[config.mk]
export PLATFORM = sky130hd
export DESIGN_NAME = chain_dma_top
export DESIGN_NICKNAME = d
export VERILOG_FILES = /design/src/rtl/dma_chain_pkg.sv /design/src/rtl/dma_chain_regs.sv /design/src/rtl/dma_chain_mover.sv /design/src/rtl/dma_chain_ctrl.sv /design/src/rtl/chain_dma_top.sv
export SDC_FILE = /design/constraint.sdc
export NUM_CORES = 1
export LEC_CHECK = 0
export ABC_AREA = 1
export BUFFER_PORTS_ARGS = -buffer_cell sky130_fd_sc_hd__buf_2
export CORE_MARGIN = 8
export CORE_UTILIZATION = 55
export CTS_BUF_LIST = sky130_fd_sc_hd__clkbuf_8
export DETAILED_ROUTE_END_ITERATION = 10
export PLACE_DENSITY = 0.8
export REMOVE_ABC_BUFFERS = 1
export SKIP_CTS_REPAIR_TIMING = 1
export SYNTH_ARGS = -nofsm -noshare
export SYNTH_HDL_FRONTEND = slang
export SYNTH_SLANG_ARGS = --single-unit
[constraint.sdc]
create_clock -name clk -period 2 [get_ports clk]
set_input_delay 0.1 -clock clk [delete_from_list [all_inputs] [get_ports clk]]
set_output_delay 0.1 -clock clk [all_outputs]
set_load 0.01 [all_outputs]
[src/rtl/dma_chain_pkg.sv]
package dma_chain_pkg;
  typedef enum logic [2:0] {
    ST_IDLE,
    ST_FETCH_SRC,
    ST_FETCH_DST,
    ST_FETCH_CNT,
    ST_XFER,
    ST_NEXT,
    ST_DONE
  } chain_st_t;

  localparam int          PARAM_W    = 24;  // every descriptor field
  localparam int          SLOT_BYTES = 4;
  localparam logic [1:0]  CFG_PTR    = 2'd0;
  localparam logic [1:0]  CFG_BLK    = 2'd1;
  localparam logic [1:0]  CFG_CTL    = 2'd2;
endpackage

[src/rtl/dma_chain_regs.sv]
module dma_chain_regs
  import dma_chain_pkg::*;
#(
  parameter int AW = 24,
  parameter int CW = 24
) (
  input  logic          clk,
  input  logic          rst_n,
  input  logic          wr_en,
  input  logic [1:0]    wr_addr,
  input  logic [AW-1:0] wr_data,
  input  logic          busy,
  input  logic          ptr_adv,
  input  logic          blk_dec,
  input  logic          clr_en,
  output logic [AW-1:0] ptr_q,
  output logic [CW-1:0] blk_q,
  output logic          io_mode_q,
  output logic          en_q,
  output logic          err_q
);
  localparam logic [AW-1:0] STEP_TWO = AW'(3 * SLOT_BYTES);
  localparam logic [AW-1:0] STEP_IO  = AW'(2 * SLOT_BYTES);

  logic [AW-1:0] ptr_n;
  logic [CW-1:0] blk_n;
  logic          io_mode_n, en_n, err_n, locked;

  assign locked = en_q | busy;

  always_comb begin
    ptr_n     = ptr_q;
    blk_n     = blk_q;
    io_mode_n = io_mode_q;
    en_n      = en_q;
    err_n     = err_q;
    if (wr_en && !locked) begin
      case (wr_addr)
        CFG_PTR: ptr_n = wr_data;
        CFG_BLK: blk_n = CW'(wr_data);
        CFG_CTL: begin
          io_mode_n = wr_data[1];
          if (wr_data[0]) begin
            if (ptr_q[0]) begin
              err_n = 1'b1;
            end else begin
              en_n  = 1'b1;
              err_n = 1'b0;
            end
          end
        end
        default: ;
      endcase
    end
    if (ptr_adv) ptr_n = ptr_q + (io_mode_q ? STEP_IO : STEP_TWO);
    if (blk_dec) blk_n = blk_q - CW'(1);
    if (clr_en)  en_n  = 1'b0;
  end

  always_ff @(posedge clk or negedge rst_n) begin
    if (!rst_n) begin
      ptr_q     <= '0;
      blk_q     <= '0;
      io_mode_q <= 1'b0;
      en_q      <= 1'b0;
      err_q     <= 1'b0;
    end else begin
      ptr_q     <= ptr_n;
      blk_q     <= blk_n;
      io_mode_q <= io_mode_n;
      en_q      <= en_n;
      err_q     <= err_n;
    end
  end

  // an odd pointer never enables the channel
  a_r2_odd_rejected: assert property (@(posedge clk) disable iff (!rst_n)
    (wr_en && !locked && wr_addr == CFG_CTL && wr_data[0] && ptr_q[0])
      |=> (err_q && !en_q));
  // configuration is frozen while the channel runs
  a_r1_ptr_frozen: assert property (@(posedge clk) disable iff (!rst_n)
    (locked && !ptr_adv) |=> $stable(ptr_q));
  // pointer steps by one descriptor
  a_r7_ptr_step: assert property (@(posedge clk) disable iff (!rst_n)
    ptr_adv |=> ((ptr_q - $past(ptr_q)) == (io_mode_q ? STEP_IO : STEP_TWO)));
endmodule

[src/rtl/dma_chain_mover.sv]
module dma_chain_mover #(
  parameter int AW = 24,
  parameter int CW = 24
) (
  input  logic          clk,
  input  logic          rst_n,
  input  logic          load,
  input  logic [AW-1:0] src_in,
  input  logic [AW-1:0] dst_in,
  input  logic [CW-1:0] cnt_in,
  input  logic          active,
  input  logic          io_mode,
  input  logic [7:0]    mem_rdata,
  output logic          mem_rd_en,
  output logic          mem_wr_en,
  output logic [AW-1:0] mem_addr,
  output logic [7:0]    mem_wdata,
  output logic          io_wr_en,
  output logic [7:0]    io_wdata,
  output logic          last
);
  logic [AW-1:0] src_q, src_n, dst_q, dst_n;
  logic [CW-1:0] rem_q, rem_n;
  logic          wph_q, wph_n;   // 0: read beat, 1: write beat

  assign mem_rd_en = active && !wph_q;
  assign mem_wr_en = active &&  wph_q && !io_mode;
  assign io_wr_en  = active &&  wph_q &&  io_mode;
  assign mem_addr  = (wph_q && !io_mode) ? dst_q : src_q;
  assign mem_wdata = mem_rdata;
  assign io_wdata  = mem_rdata;
  assign last      = active && wph_q && (rem_q == CW'(1));

  always_comb begin
    src_n = src_q;
    dst_n = dst_q;
    rem_n = rem_q;
    wph_n = wph_q;
    if (load) begin
      src_n = src_in;
      dst_n = dst_in;
      rem_n = cnt_in;
      wph_n = 1'b0;
    end else if (active) begin
      if (!wph_q) begin
        wph_n = 1'b1;
      end else begin
        wph_n = 1'b0;
        src_n = src_q + AW'(1);
        dst_n = dst_q + AW'(1);
        rem_n = rem_q - CW'(1);
      end
    end
  end

  always_ff @(posedge clk or negedge rst_n) begin
    if (!rst_n) begin
      src_q <= '0;
      dst_q <= '0;
      rem_q <= '0;
      wph_q <= 1'b0;
    end else begin
      src_q <= src_n;
      dst_q <= dst_n;
      rem_q <= rem_n;
      wph_q <= wph_n;
    end
  end

  // every write beat follows a read beat
  a_r5_wr_after_rd: assert property (@(posedge clk) disable iff (!rst_n)
    mem_wr_en |-> $past(mem_rd_en));
  // no memory write in single-cycle I/O mode
  a_r6_io_no_memwr: assert property (@(posedge clk) disable iff (!rst_n)
    io_mode |-> !mem_wr_en);
  // never a data read with nothing left to move
  a_r8_no_empty_read: assert property (@(posedge clk) disable iff (!rst_n)
    mem_rd_en |-> (rem_q != '0));
endmodule

[src/rtl/dma_chain_ctrl.sv]
module dma_chain_ctrl
  import dma_chain_pkg::*;
#(
  parameter int AW = 24,
  parameter int CW = 24
) (
  input  logic          clk,
  input  logic          rst_n,
  input  logic          en,
  input  logic          io_mode,
  input  logic [AW-1:0] ptr,
  input  logic [CW-1:0] blk,
  input  logic [7:0]    tbl_rdata,
  input  logic          mv_last,
  output logic          tbl_rd_en,
  output logic [AW-1:0] tbl_addr,
  output logic          ptr_adv,
  output logic          blk_dec,
  output logic          clr_en,
  output logic          done,
  output logic          busy,
  output logic          mv_load,
  output logic          mv_active,
  output logic [AW-1:0] mv_src,
  output logic [AW-1:0] mv_dst,
  output logic [CW-1:0] mv_cnt
);
  localparam int          BI_W     = $clog2(SLOT_BYTES);
  localparam logic [BI_W-1:0] BI_LAST = BI_W'(SLOT_BYTES - 1);

  chain_st_t         st_q, st_n;
  logic [BI_W-1:0]   bi_q, bi_n;
  logic [15:0]       asm_q, asm_n;
  logic [AW-1:0]     src_q, src_n, dst_q, dst_n, slot_off;
  logic [PARAM_W-1:0] word;
  logic              fetching, slot_end;

  assign word     = {tbl_rdata, asm_q};
  assign fetching = (st_q == ST_FETCH_SRC) || (st_q == ST_FETCH_DST) ||
                    (st_q == ST_FETCH_CNT);
  assign slot_end = fetching && (bi_q == BI_LAST);

  always_comb begin
    case (st_q)
      ST_FETCH_DST: slot_off = AW'(SLOT_BYTES);
      ST_FETCH_CNT: slot_off = io_mode ? AW'(SLOT_BYTES) : AW'(2 * SLOT_BYTES);
      default:      slot_off = '0;
    endcase
  end

  assign tbl_rd_en = fetching && (bi_q < BI_W'(3));
  assign tbl_addr  = ptr + slot_off + AW'(bi_q);
  assign busy      = (st_q != ST_IDLE);
  assign done      = (st_q == ST_DONE);
  assign clr_en    = (st_q == ST_DONE);
  assign blk_dec   = (st_q == ST_NEXT);
  assign mv_active = (st_q == ST_XFER);
  assign ptr_adv   = slot_end && (st_q == ST_FETCH_CNT);
  assign mv_load   = ptr_adv;
  assign mv_src    = src_q;
  assign mv_dst    = dst_q;
  assign mv_cnt    = CW'(word);

  always_comb begin
    st_n  = st_q;
    bi_n  = bi_q;
    asm_n = asm_q;
    src_n = src_q;
    dst_n = dst_q;
    if (fetching) begin
      bi_n = bi_q + BI_W'(1);
      if (bi_q == BI_W'(1)) asm_n[7:0]  = tbl_rdata;
      if (bi_q == BI_W'(2)) asm_n[15:8] = tbl_rdata;
    end
    case (st_q)
      ST_IDLE: begin
        bi_n = '0;
        if (en) st_n = (blk == '0) ? ST_DONE : ST_FETCH_SRC;
      end
      ST_FETCH_SRC: if (slot_end) begin
        src_n = AW'(word);
        bi_n  = '0;
        st_n  = io_mode ? ST_FETCH_CNT : ST_FETCH_DST;
      end
      ST_FETCH_DST: if (slot_end) begin
        dst_n = AW'(word);
        bi_n  = '0;
        st_n  = ST_FETCH_CNT;
      end
      ST_FETCH_CNT: if (slot_end) begin
        bi_n = '0;
        st_n = (word == '0) ? ST_NEXT : ST_XFER;
      end
      ST_XFER:  if (mv_last) st_n = ST_NEXT;
      ST_NEXT: begin
        bi_n = '0;
        st_n = (blk == CW'(1)) ? ST_DONE : ST_FETCH_SRC;
      end
      ST_DONE:  st_n = ST_IDLE;
      default:  st_n = ST_IDLE;
    endcase
  end

  always_ff @(posedge clk or negedge rst_n) begin
    if (!rst_n) begin
      st_q  <= ST_IDLE;
      bi_q  <= '0;
      asm_q <= '0;
      src_q <= '0;
      dst_q <= '0;
    end else begin
      st_q  <= st_n;
      bi_q  <= bi_n;
      asm_q <= asm_n;
      src_q <= src_n;
      dst_q <= dst_n;
    end
  end

  // completion is a single-cycle pulse
  a_r9_done_pulse: assert property (@(posedge clk) disable iff (!rst_n)
    done |=> !done);
  // completion only with no blocks left
  a_r9_done_empty: assert property (@(posedge clk) disable iff (!rst_n)
    done |-> (blk == '0));
  // table reads stay inside the current descriptor
  a_r3_tbl_window: assert property (@(posedge clk) disable iff (!rst_n)
    tbl_rd_en |-> ((tbl_addr - ptr) < (io_mode ? AW'(2 * SLOT_BYTES) : AW'(3 * SLOT_BYTES))));
endmodule

[src/rtl/chain_dma_top.sv]
module chain_dma_top #(
  parameter int AW = 24,
  parameter int CW = 24
) (
  input  logic          clk,
  input  logic          rst_n,
  input  logic          cfg_wr_en,
  input  logic [1:0]    cfg_addr,
  input  logic [AW-1:0] cfg_wdata,
  output logic          tbl_rd_en,
  output logic [AW-1:0] tbl_addr,
  input  logic [7:0]    tbl_rdata,
  output logic          mem_rd_en,
  output logic          mem_wr_en,
  output logic [AW-1:0] mem_addr,
  output logic [7:0]    mem_wdata,
  input  logic [7:0]    mem_rdata,
  output logic          io_wr_en,
  output logic [7:0]    io_wdata,
  output logic          chan_en,
  output logic          chan_busy,
  output logic          start_err,
  output logic          done,
  output logic [AW-1:0] tbl_ptr,
  output logic [CW-1:0] blocks_left
);
  logic          io_mode, ptr_adv, blk_dec, clr_en;
  logic          mv_load, mv_active, mv_last;
  logic [AW-1:0] mv_src, mv_dst;
  logic [CW-1:0] mv_cnt;

  dma_chain_regs #(.AW(AW), .CW(CW)) u_regs (
    .clk(clk), .rst_n(rst_n),
    .wr_en(cfg_wr_en), .wr_addr(cfg_addr), .wr_data(cfg_wdata),
    .busy(chan_busy), .ptr_adv(ptr_adv), .blk_dec(blk_dec), .clr_en(clr_en),
    .ptr_q(tbl_ptr), .blk_q(blocks_left), .io_mode_q(io_mode),
    .en_q(chan_en), .err_q(start_err)
  );

  dma_chain_ctrl #(.AW(AW), .CW(CW)) u_ctrl (
    .clk(clk), .rst_n(rst_n),
    .en(chan_en), .io_mode(io_mode), .ptr(tbl_ptr), .blk(blocks_left),
    .tbl_rdata(tbl_rdata), .mv_last(mv_last),
    .tbl_rd_en(tbl_rd_en), .tbl_addr(tbl_addr),
    .ptr_adv(ptr_adv), .blk_dec(blk_dec), .clr_en(clr_en),
    .done(done), .busy(chan_busy),
    .mv_load(mv_load), .mv_active(mv_active),
    .mv_src(mv_src), .mv_dst(mv_dst), .mv_cnt(mv_cnt)
  );

  dma_chain_mover #(.AW(AW), .CW(CW)) u_mover (
    .clk(clk), .rst_n(rst_n),
    .load(mv_load), .src_in(mv_src), .dst_in(mv_dst), .cnt_in(mv_cnt),
    .active(mv_active), .io_mode(io_mode), .mem_rdata(mem_rdata),
    .mem_rd_en(mem_rd_en), .mem_wr_en(mem_wr_en), .mem_addr(mem_addr),
    .mem_wdata(mem_wdata), .io_wr_en(io_wr_en), .io_wdata(io_wdata),
    .last(mv_last)
  );
endmodule

== Word-level counts from Yosys, hierarchy flattened ==
Cells that the tools add are included.

* Word-level logic and storage cells: 127
* Register bits: 193

* Equal/unequal tests: 19
* Mux-type cells: 41
* Order comparisons: 1
* $add $sub $neg: 8
* Bitwise gates (word level): 1
* Reduce and logical (&&, ||, !) cells: 42

{| class="wikitable"
|+ Operators with widths
! operator !! number
|-
| 2-to-1 mux 24 bit || 16
|-
| adder 24 x 1 -> 24 bit (second input constant) || 2
|-
| adder 24 bit || 2
|-
| equality test 24 x 1 -> 1 bit (second input constant) || 2
|-
| zero test 24 bit || 2
|-
| one-hot mux 24 bit (2 select lines) || 1
|-
| subtractor 24 x 1 -> 24 bit (second input constant) || 2
|-
| adder 24 x 2 -> 24 bit || 1
|-
| 2-to-1 mux 3 bit || 8
|-
| one-hot mux 3 bit (6 select lines) || 1
|-
| nonzero test 2 bit || 9
|-
| AND reduction 2 bit || 8
|-
| 2-to-1 mux 1 bit || 11
|-
| logical AND 1 bit || 10
|-
| equality test 3 bit (second input constant) || 3
|-
| equality test 2 bit (second input constant) || 3
|-
| equality test 3 x 2 -> 1 bit (second input constant) || 2
|-
| != test 2 x 1 -> 1 bit (second input constant) || 3
|-
| != test 2 bit (second input constant) || 3
|-
| AND reduction 5 bit || 1
|-
| equality test 2 x 1 -> 1 bit (second input constant) || 2
|-
| 2-to-1 mux 2 bit || 2
|-
| 2-to-1 mux 4 bit || 1
|-
| one-hot mux 2 bit (2 select lines) || 1
|-
| 13 further kinds || 16
|}

== Longest topological paths before layout ==
Gate-level depths: netlist of the first run.

* Word-level depth: 7
* Mapped depth: 13
* Mapped depth without buffers: 13

== By module ==
Synthesis of the first run repeated with hierarchy kept, for this count alone.

* Cells, all modules: 1861
* Area total of the unflattened synthesis: 12841.1 um2

{| class="wikitable"
|+ Modules (own cells, without submodules)
! module !! cells each !! times used !! sequential area each (um2) !! area each (um2)
|-
| dma_chain_mover || 836 || 1 || 1826.8 || 5434.0
|-
| dma_chain_ctrl || 489 || 1 || 1726.7 || 3807.4
|-
| dma_chain_regs || 536 || 1 || 1276.2 || 3599.7
|}

== Least setup slack after synthesis of the first run ==
Ideal clock, no wire load.

* Path kind: reg2out
* Start: reg u_ctrl.st_q[2]
* End: out tbl_addr[18]
* Arrival time: 2019 ps
* Path slack: -119 ps
* Cell stages (with the launch flop): 13
* Path through: dfrtp_1 > inv_4 > nand3_1 > o21ai_0 > ha_1 > nand3_1 > nand2_1 > nand2_1 > nor2_1 > nand2_1 > o21ai_0 > nand2_1 > inv_1

* Longest elaborated chain between the ends: 4
* Elaborated cells between the ends (all ways): 5

{| class="wikitable"
|+ Ends and longest elaborated chain
! element !! line !! text
|-
| start: declaration || dma_chain_ctrl.sv:31 || <nowiki>chain_st_t st_q, st_n;</nowiki>
|-
| start signal: assignment || dma_chain_ctrl.sv:112 || <nowiki>st_q <= st_n;</nowiki>
|-
| equality test 3 x 2 -> 1 bit || dma_chain_ctrl.sv:44 || <nowiki>case (st_q)</nowiki>
|-
| one-hot mux 24 bit (2 select lines) (*) || dma_chain_ctrl.sv:44 ||
|-
| adder 24 bit (*) || dma_chain_ctrl.sv:52 || <nowiki>assign tbl_addr = ptr + slot_off + AW'(bi_q);</nowiki>
|-
| adder 24 x 2 -> 24 bit (*) || dma_chain_ctrl.sv:52 ||
|-
| end: declaration || chain_dma_top.sv:11 || <nowiki>output logic [AW-1:0] tbl_addr,</nowiki>
|}

Every way passes the cells marked *; elsewhere a longest branch is shown, timed or not.

== Worst setup path in the final report of the first run ==
* Start: reg u_ctrl.st_q[2]
* End: out tbl_addr[6]

The elaborated chain is that of the path after synthesis.

==> results.tsv, run 1 <==
stage	metric	value	unit
run_status	status	complete, but fails checks	
run_status	failing checks	setup timing	
global_routing	gr ovfl total	0	
cts	CTS tree	built	
synth	YS warnings	0	
floorplanning	chip height	165.2	um
synth	Yosys cell types	40	
synth	post-synthesis register bit count	193	
timing	fin crit share	130.2	%
timing	FMAX	384.1	MHz
cts	clk slew on worst S/H paths	0.12	ns
global_routing	GRT Total Usage	28.29	%
cells_and_area	Antenna Cells	0	
critical_path	Top delay family on crit path	buffers and inverters	
cells_and_area	Non-Filler Cell Area, Final	14760	um^2
critical_path	Worst Setup Start Kind	flip-flop	
pwr	Peak VDD IR	1.064	mV
critical_path	R2R cell count	12	
routing	DRC	0	
cts	Clock Path Buffers	2	
floorplanning	Top Ports	165	
cts	number of CTS-inserted buffers	17	
worst_hold_path	hold crit path type	primary input to flip-flop	
floorplanning	die width	165.2	um
timing	Clock Skew	0.02333	ns
critical_path	CP Depth	12	
critical_path	worst path arrival time	2.50	ns
critical_path	kind of critical path	flip-flop to output pin	
cts	Root Buffer Master	clkbuf_8	
cells_and_area	Filler cells	1869	
routing	WL/cell	17.49	um
timing	Slew @ Worst Pin	0.5722	ns
cells_and_area	most common cell after layout, fill and taps aside	nand2_1	
global_routing	vias in the first global route	11920	
timing	Final Hold Violating Endpoints	0	
timing	Setup-failing EPs final	22	
routing	Iter 0 DRT Violations	1083	
global_routing	largest net degree at the start of global routing	67	
synth	Avg Inst Size Synth	6.922	um^2
critical_path	critical-path cell list	inv_4 -> nand3_4 -> buf_6 -> nor2_4 -> ha_4 -> a21oi_4 -> nand2_4 -> nand2_4 -> buf_4 -> buf_4 -> xor2_1 -> buf_2	
cells_and_area	layout cell share with drive strength beyond 1	17.25	%
floorplanning	die area	27300	um^2
timing	Slew headroom	61.86	%
synth	Seq/Total Area, Yosys	39.44	%
critical_path	crit-path max cell delay	0.44	ns
timing	RSZ-0062 raised after global routing	yes	
cts	clock tree sinks	193	
floorplanning	Rows	54	
critical_path	CP endpoint kind	output pin	
place	Detail Placement HPWL	29200	um
floorplanning	Initial Utilization	56.11	%
critical_path	Critical-path top delay cell	dfrtp_1	
cts	worst-skew pair later-pin latency	0.51	ns
worst_hold_path	hold path depth	5	
cells_and_area	most frequent cells in the layout	nand2_1 (555), inv_1 (210), nor2_1 (196)	
pwr	Power Dens Cells	1507	nW/um^2
timing	setup ws final	-0.6036	ns
global_routing	first-pass GRT wire length	61030	um
place	Placer Congestion	0.9516	
synth	post-synthesis cell area	12250	um^2
global_routing	initial antenna violation count	0	
routing	vias post-DR	12441	
place	dpl ws	-0.3715	ns
cells_and_area	Final nets	2037	
pwr	Pleak	7.314	nW
place	IO buf count	140	
critical_path	Buf+Inv Stages, Crit Path	5	
routing	Via density	5.485	
routing	DRT antenna net count	0	
critical_path	data required time at the worst endpoint	1.90	ns
job	max-cap viol count	0	
critical_path	Max FO, Critical Path	5	
synth	Mapped Cells	1769	
routing	first-pass iteration count of the detailed router	7	
cts	H-tree lvl count	4	
floorplanning	core region area	21820	um^2
timing	min cycle time layout	2.604	ns
timing	Final Slew Violations	0	
routing	Detailed Route WL	39660	um
place	placed instance area	13590	um^2
cells_and_area	Layout area overhead	20.54	%
==> through the flow <==
stage | hold WS [ns] | std cells | total power [W] | setup TNS [ns] | utilization [%]
final | 0.01094 | 2268 | 0.02224 | -10.69 | 67.64
after global routing | 0.01243 | 2268 | 0.02397 | -13.74 | 67.64
after CTS | -0.4169 | 2231 | 0.02104 | -14.81 | 64.29
after detailed placement | 0.1402 | 2199 | 0.01818 | -2.641 | 62.26
after global placement | 0.1363 | 2199 | 0.01787 | -2.057 | 62.26
after floorplan | -0.1956 | 1700 | 0.01356 | -58.75 | -
==> sequential cells by signal, summed over array words and instances (netlist names) <==
| name | count |
|---|---|
| u_ctrl.asm_q | 16 |
| u_ctrl.bi_q | 2 |
| u_ctrl.mv_dst | 24 |
| u_ctrl.mv_src | 24 |
| u_ctrl.st_q | 3 |
| u_mover.dst_q | 24 |
| u_mover.rem_q | 24 |
| u_mover.src_q | 24 |
| u_mover.wph_q | 1 |
| u_regs.blk_q | 24 |
| u_regs.en_q | 1 |
| u_regs.err_q | 1 |
| u_regs.io_mode_q | 1 |
| u_regs.ptr_q | 24 |
==> synth_stat cells <==
| cell | n | area share, % |
|---|---|---|
| a21o_1 | 5 | 0.31 |
| a21oi_1 | 28 | 1.1 |
| a21oi_2 | 2 | 0.14 |
| a221oi_1 | 1 | 0.072 |
| a32oi_1 | 1 | 0.072 |
| buf_1 | 1 | 0.031 |
| buf_2 | 24 | 0.98 |
| buf_4 | 27 | 1.7 |
| buf_6 | 6 | 0.55 |
| clkbuf_1 | 10 | 0.31 |
| clkbuf_2 | 1 | 0.041 |
| dfrtp_1 | 193 | 39 |
| fa_1 | 1 | 0.16 |
| ha_1 | 16 | 1.6 |
| inv_1 | 214 | 6.6 |
| inv_2 | 7 | 0.21 |
| inv_4 | 1 | 0.051 |
| nand2_1 | 567 | 17 |
| nand2_2 | 6 | 0.31 |
| nand2_4 | 2 | 0.18 |
| nand3_1 | 117 | 4.8 |
| nand3_2 | 1 | 0.082 |
| nand3_4 | 1 | 0.14 |
| nand3b_1 | 3 | 0.18 |
| nand4_1 | 22 | 1.1 |
| nor2_1 | 205 | 6.3 |
| nor2_2 | 5 | 0.26 |
| nor2_4 | 5 | 0.46 |
| nor3_1 | 21 | 0.86 |
| nor3_2 | 2 | 0.16 |
| nor3b_1 | 2 | 0.12 |
| o211ai_1 | 23 | 1.4 |
| o21ai_0 | 147 | 6.0 |
| o21ai_1 | 2 | 0.082 |
| o21bai_1 | 7 | 0.43 |
| o221ai_1 | 9 | 0.64 |
| o22ai_1 | 15 | 0.77 |
| o31ai_2 | 1 | 0.10 |
| xnor2_1 | 12 | 0.86 |
| xor2_1 | 56 | 4.0 |
==> where the power goes <==
part	total, W	leakage, nW	internal [W]	switching, W
clock	0.00283	0.220	0.00102	0.00181
sequential	0.00752	2.32	0.00568	0.00183
combinational	0.0119	4.77	0.00475	0.00715
==> area by class of cell <==
type,instances,area [um^2],share of cell area [%]
Clock inverter,15,209.0,1.416
Sequential cell,193,4831,32.73
Clock buffer,17,234.0,1.585
Multi-Input combinational cell,1285,6445,43.66
Timing Repair Buffer,256,1848,12.52
Tap cell,280,350.3,2.373
Inverter,222,843.3,5.713
==> routing by layer <==
metal	share of wire, %	wire length [um]	global-route usage (%)	vias to the layer above
li1	-	-	-	5991
met1	41	16090	36.28	5791
met2	48	18940	45.94	566
met3	8.6	3425	6.222	93
met4	3.0	1207	10.97	0
met5	0	0	0	-
==> kinds of logic after synthesis <==
kind of cell,synth area share [%]
and+or+nand+nor,32.33
xor gates and xnor gates,4.864
buffers and inverters,10.39
AOI/OAI and AO/OA,11.18
adders and majority gates,1.798
DFF,39.44
==> tightest hold or removal path, cell delays in order <==
cell and delay (ns):
buf_2 0.10, inv_1 0.08, o21ai_0 0.08, o21ai_0 0.07, nand2_1 0.05
==> path summary, 6_finish.rpt <==
path / startpoint / end / slack [ns]
setup / recovery: u_ctrl.st_q[2]$_DFFE_PN0P_ / tbl_addr[6] / -0.60
max in group asynchronous: rst_n / u_ctrl.mv_dst[11]$_DFFE_PN0P_ / 1.06
hold reg to reg: u_ctrl.mv_src[8]$_DFFE_PN0P_ / u_mover.src_q[8]$_DFFE_PN0P_ / 0.50
min in group asynchronous: rst_n / u_ctrl.mv_dst[1]$_DFFE_PN0P_ / 0.12
setup reg to reg: u_regs.io_mode_q$_DFFE_PN0P_ / u_regs.ptr_q[22]$_DFFE_PN0P_ / 0.08
hold / removal: cfg_wdata[11] / u_regs.blk_q[11]$_DFFE_PN0P_ / 0.01
Note: power is estimated with default switching activity, not from simulation.
==> inputs of run 2 (changes only) <==
--- a/config.mk
+++ b/config.mk
@@ -6,10 +6,10 @@
 export NUM_CORES = 1
 export LEC_CHECK = 0
 export ABC_AREA = 1
-export BUFFER_PORTS_ARGS = -buffer_cell sky130_fd_sc_hd__buf_2
+export BUFFER_PORTS_ARGS = -buffer_cell sky130_fd_sc_hd__buf_4
 export CORE_MARGIN = 8
 export CORE_UTILIZATION = 55
-export CTS_BUF_LIST = sky130_fd_sc_hd__clkbuf_8
+export CTS_BUF_LIST = sky130_fd_sc_hd__clkbuf_4
 export DETAILED_ROUTE_END_ITERATION = 10
 export PLACE_DENSITY = 0.8
 export REMOVE_ABC_BUFFERS = 1
==> run 2 against run 1 <==
The flow still finishes with violations (setup timing). Wire length grew 8.2%. Maximum frequency decreased by 5.9%. Sequential share of layout area is 2.0 points lower. Clock skew up 0.016 ns. Cell count is 1.4% higher. Die area is the same. Via count up 4.6%. Critical path depth grew 1. Final area up 6.6%. Register-to-register slack lost 0.12 ns. Clock power decreased by 16%.
==> results.tsv, run 2 (same netlist as run 1, synthesis figures left out) <==
stage	metric	value	unit
critical_path	Critical-path top delay cell	dfrtp_1	
run_status	failing checks	setup timing	
pwr	Power Dens Cells	1515	nW/um^2
pwr	Peak VDD IR	1.059	mV
pwr	combinational share of power	57.6	%
routing	Detailed Route WL	42910	um
cts	clock tree sinks	193	
timing	Clock Skew	0.03944	ns
routing	DRT antenna net count	0	
floorplanning	die width	165.2	um
pwr	Psw	0.01156	W
timing	WHS	0.2001	ns
pwr	power share of the clock group	10.0	%
job	max-cap viol count	0	
critical_path	data required time at the worst endpoint	1.90	ns
cts	H-tree lvl count	4	
timing	FMAX	361.6	MHz
global_routing	vias in the first global route	12066	
routing	WL/cell	18.66	um
place	placed instance area	13910	um^2
timing	min cycle time layout	2.766	ns
cells_and_area	Filler cells	1728	
place	Detail Placement HPWL	29630	um
cells_and_area	multi-input logic area	6777	um^2
timing	Setup-failing EPs final	47	
cells_and_area	Non-Filler Cell Area, Final	15730	um^2
cells_and_area	most frequent cells in the layout	nand2_1 (527), inv_1 (205), buf_4 (205)	
floorplanning	core region area	21820	um^2
floorplanning	Rows	54	
cells_and_area	Layout area overhead	28.46	%
cts	number of CTS-inserted buffers	17	
routing	Iter 0 DRT Violations	1315	
critical_path	critical-path cell list	inv_4 -> nand3_4 -> buf_6 -> nor2_4 -> ha_4 -> a21oi_4 -> nand2_4 -> nand2_4 -> nor2_4 -> buf_4 -> buf_4 -> xor2_1 -> buf_4	
timing	Slew @ Worst Pin	0.5301	ns
pwr	Pleak	7.667	nW
critical_path	worst path arrival time	2.67	ns
place	Placer Congestion	0.9550	
pwr	Reg power frac	32.4	%
floorplanning	Initial Utilization	56.11	%
timing	Final Hold Violating Endpoints	0	
critical_path	Max FO, Critical Path	4	
global_routing	GRT Total Usage	28.46	%
timing	RSZ-0062 raised after global routing	yes	
critical_path	Worst Setup Start Kind	flip-flop	
cts	Clock Path Buffers	2	
routing	first-pass iteration count of the detailed router	9	
critical_path	CP endpoint kind	output pin	
cells_and_area	Final Instance Count excl. Fillers	2300	
routing	vias post-DR	13013	
place	IO buf count	140	
pwr	Int Pwr	0.01227	W
cells_and_area	most common cell after layout, fill and taps aside	nand2_1	
critical_path	crit-path max cell delay	0.46	ns
routing	Via density	5.658	
cts	clk slew on worst S/H paths	0.19	ns
cts	worst-skew pair later-pin latency	0.63	ns
pwr	Net Sw Frac	48.51	%
run_status	status	complete, but fails checks	
cts	CTS tree	built	
global_routing	initial antenna violation count	1	
global_routing	gr ovfl total	0	
floorplanning	die area	27300	um^2
timing	setup ws final	-0.7656	ns
cells_and_area	Register Area	4833	um^2
critical_path	Top delay family on crit path	buffers and inverters	
global_routing	largest net degree at the start of global routing	62	
place	Placed Cells incl. Taps	2201	
timing	Slew headroom	64.58	%
routing	DRC	0	
timing	Total Neg Setup Slack	-15.63	ns
cells_and_area	Final nets	2068	
critical_path	kind of critical path	flip-flop to output pin	
timing	Final Slew Violations	0	
critical_path	crit-path most repeated cell	buf_4	
global_routing	first-pass GRT wire length	61240	um
floorplanning	Top Ports	165	
floorplanning	chip height	165.2	um
timing	fin crit share	138.3	%
cells_and_area	layout cell share with drive strength beyond 1	20.90	%
cts	Root Buffer Master	clkbuf_4	
critical_path	Buf+Inv Stages, Crit Path	5	
worst_hold_path	hold crit path type	primary input to output pin	
## run 2: changes by cell type in the layout (fill, tap and decap cells not counted), sizes merged
cell,change
clkinv,+2
dlygate4sd3,+10
inv,-2
nand2,+1
diode,+1
clkbuf,+4
buf,+16
## run 2: cell type report
type / instances / area share, %
antenna: 1 / 0.01591
clock buffer: 17 / 0.8113
clock inverter: 15 / 1.360
inverter: 222 / 5.361
multi-input combinational: 1286 / 43.08
sequential: 193 / 30.73
tap: 280 / 2.227
timing repair buffer: 286 / 16.42
## run 2: worst register-to-register path: stages (launching register included)
cell and delay, ns:
dfrtp_1 0.43, inv_2 0.10, buf_8 0.12, ha_1 0.19, inv_1 0.06, ha_1 0.21, nor2_2 0.21, buf_4 0.17
nand2_1 0.07, nor2_1 0.11, nand2_1 0.08, nand3_1 0.11, nand3_1 0.08
## run 2: per-stage QoR
stage	utilization (%)	power, W	setup slack (ns)
final	72.08	0.02383	-0.7656
after global routing	72.08	0.02544	-0.9173
after CTS	65.31	0.02122	-0.9267
after detailed placement	63.75	0.01881	-0.1869
after global placement	63.75	0.01852	-0.1140
after floorplan	-	0.01356	-1.025
## run 2: worst paths after layout
check | start | to | slack [ns] | cells past startpoint
min in group asynchronous | rst_n | u_mover.rem_q[2]$_DFFE_PN0P_ | 0.53 | 3
worst max-delay path | u_ctrl.st_q[2]$_DFFE_PN0P_ | tbl_addr[8] | -0.77 | 13
worst max register to register | u_regs.io_mode_q$_DFFE_PN0P_ | u_regs.ptr_q[22]$_DFFE_PN0P_ | -0.04 | 12
worst min register to register | u_ctrl.mv_src[12]$_DFFE_PN0P_ | u_ctrl.mv_src[12]$_DFFE_PN0P_ | 0.51 | 2
worst min-delay path | mem_rdata[0] | io_wdata[0] | 0.20 | 0
max in group asynchronous | rst_n | u_mover.dst_q[1]$_DFFE_PN0P_ | 0.38 | 4
## run 2: layer usage
layer  GRT usage, %  part of all wire [%]
met5              0                     0
met4          11.43                   4.0
met3          6.173                   9.1
met2          46.99                    48
met1          35.75                    39
## run 2: power groups by stage
stage | registers, W | clock network [W] | logic (W)
6_report | 0.00772 | 0.00238 | 0.0137
5_1_grt | 0.00793 | 0.00255 | 0.0150
4_1_cts | 0.00746 | 0.00241 | 0.0113
3_5_place_dp | 0.00754 | 0 | 0.0113
3_3_place_gp | 0.00749 | 0 | 0.0110
2_1_floorplan | 0.00731 | 0 | 0.00625
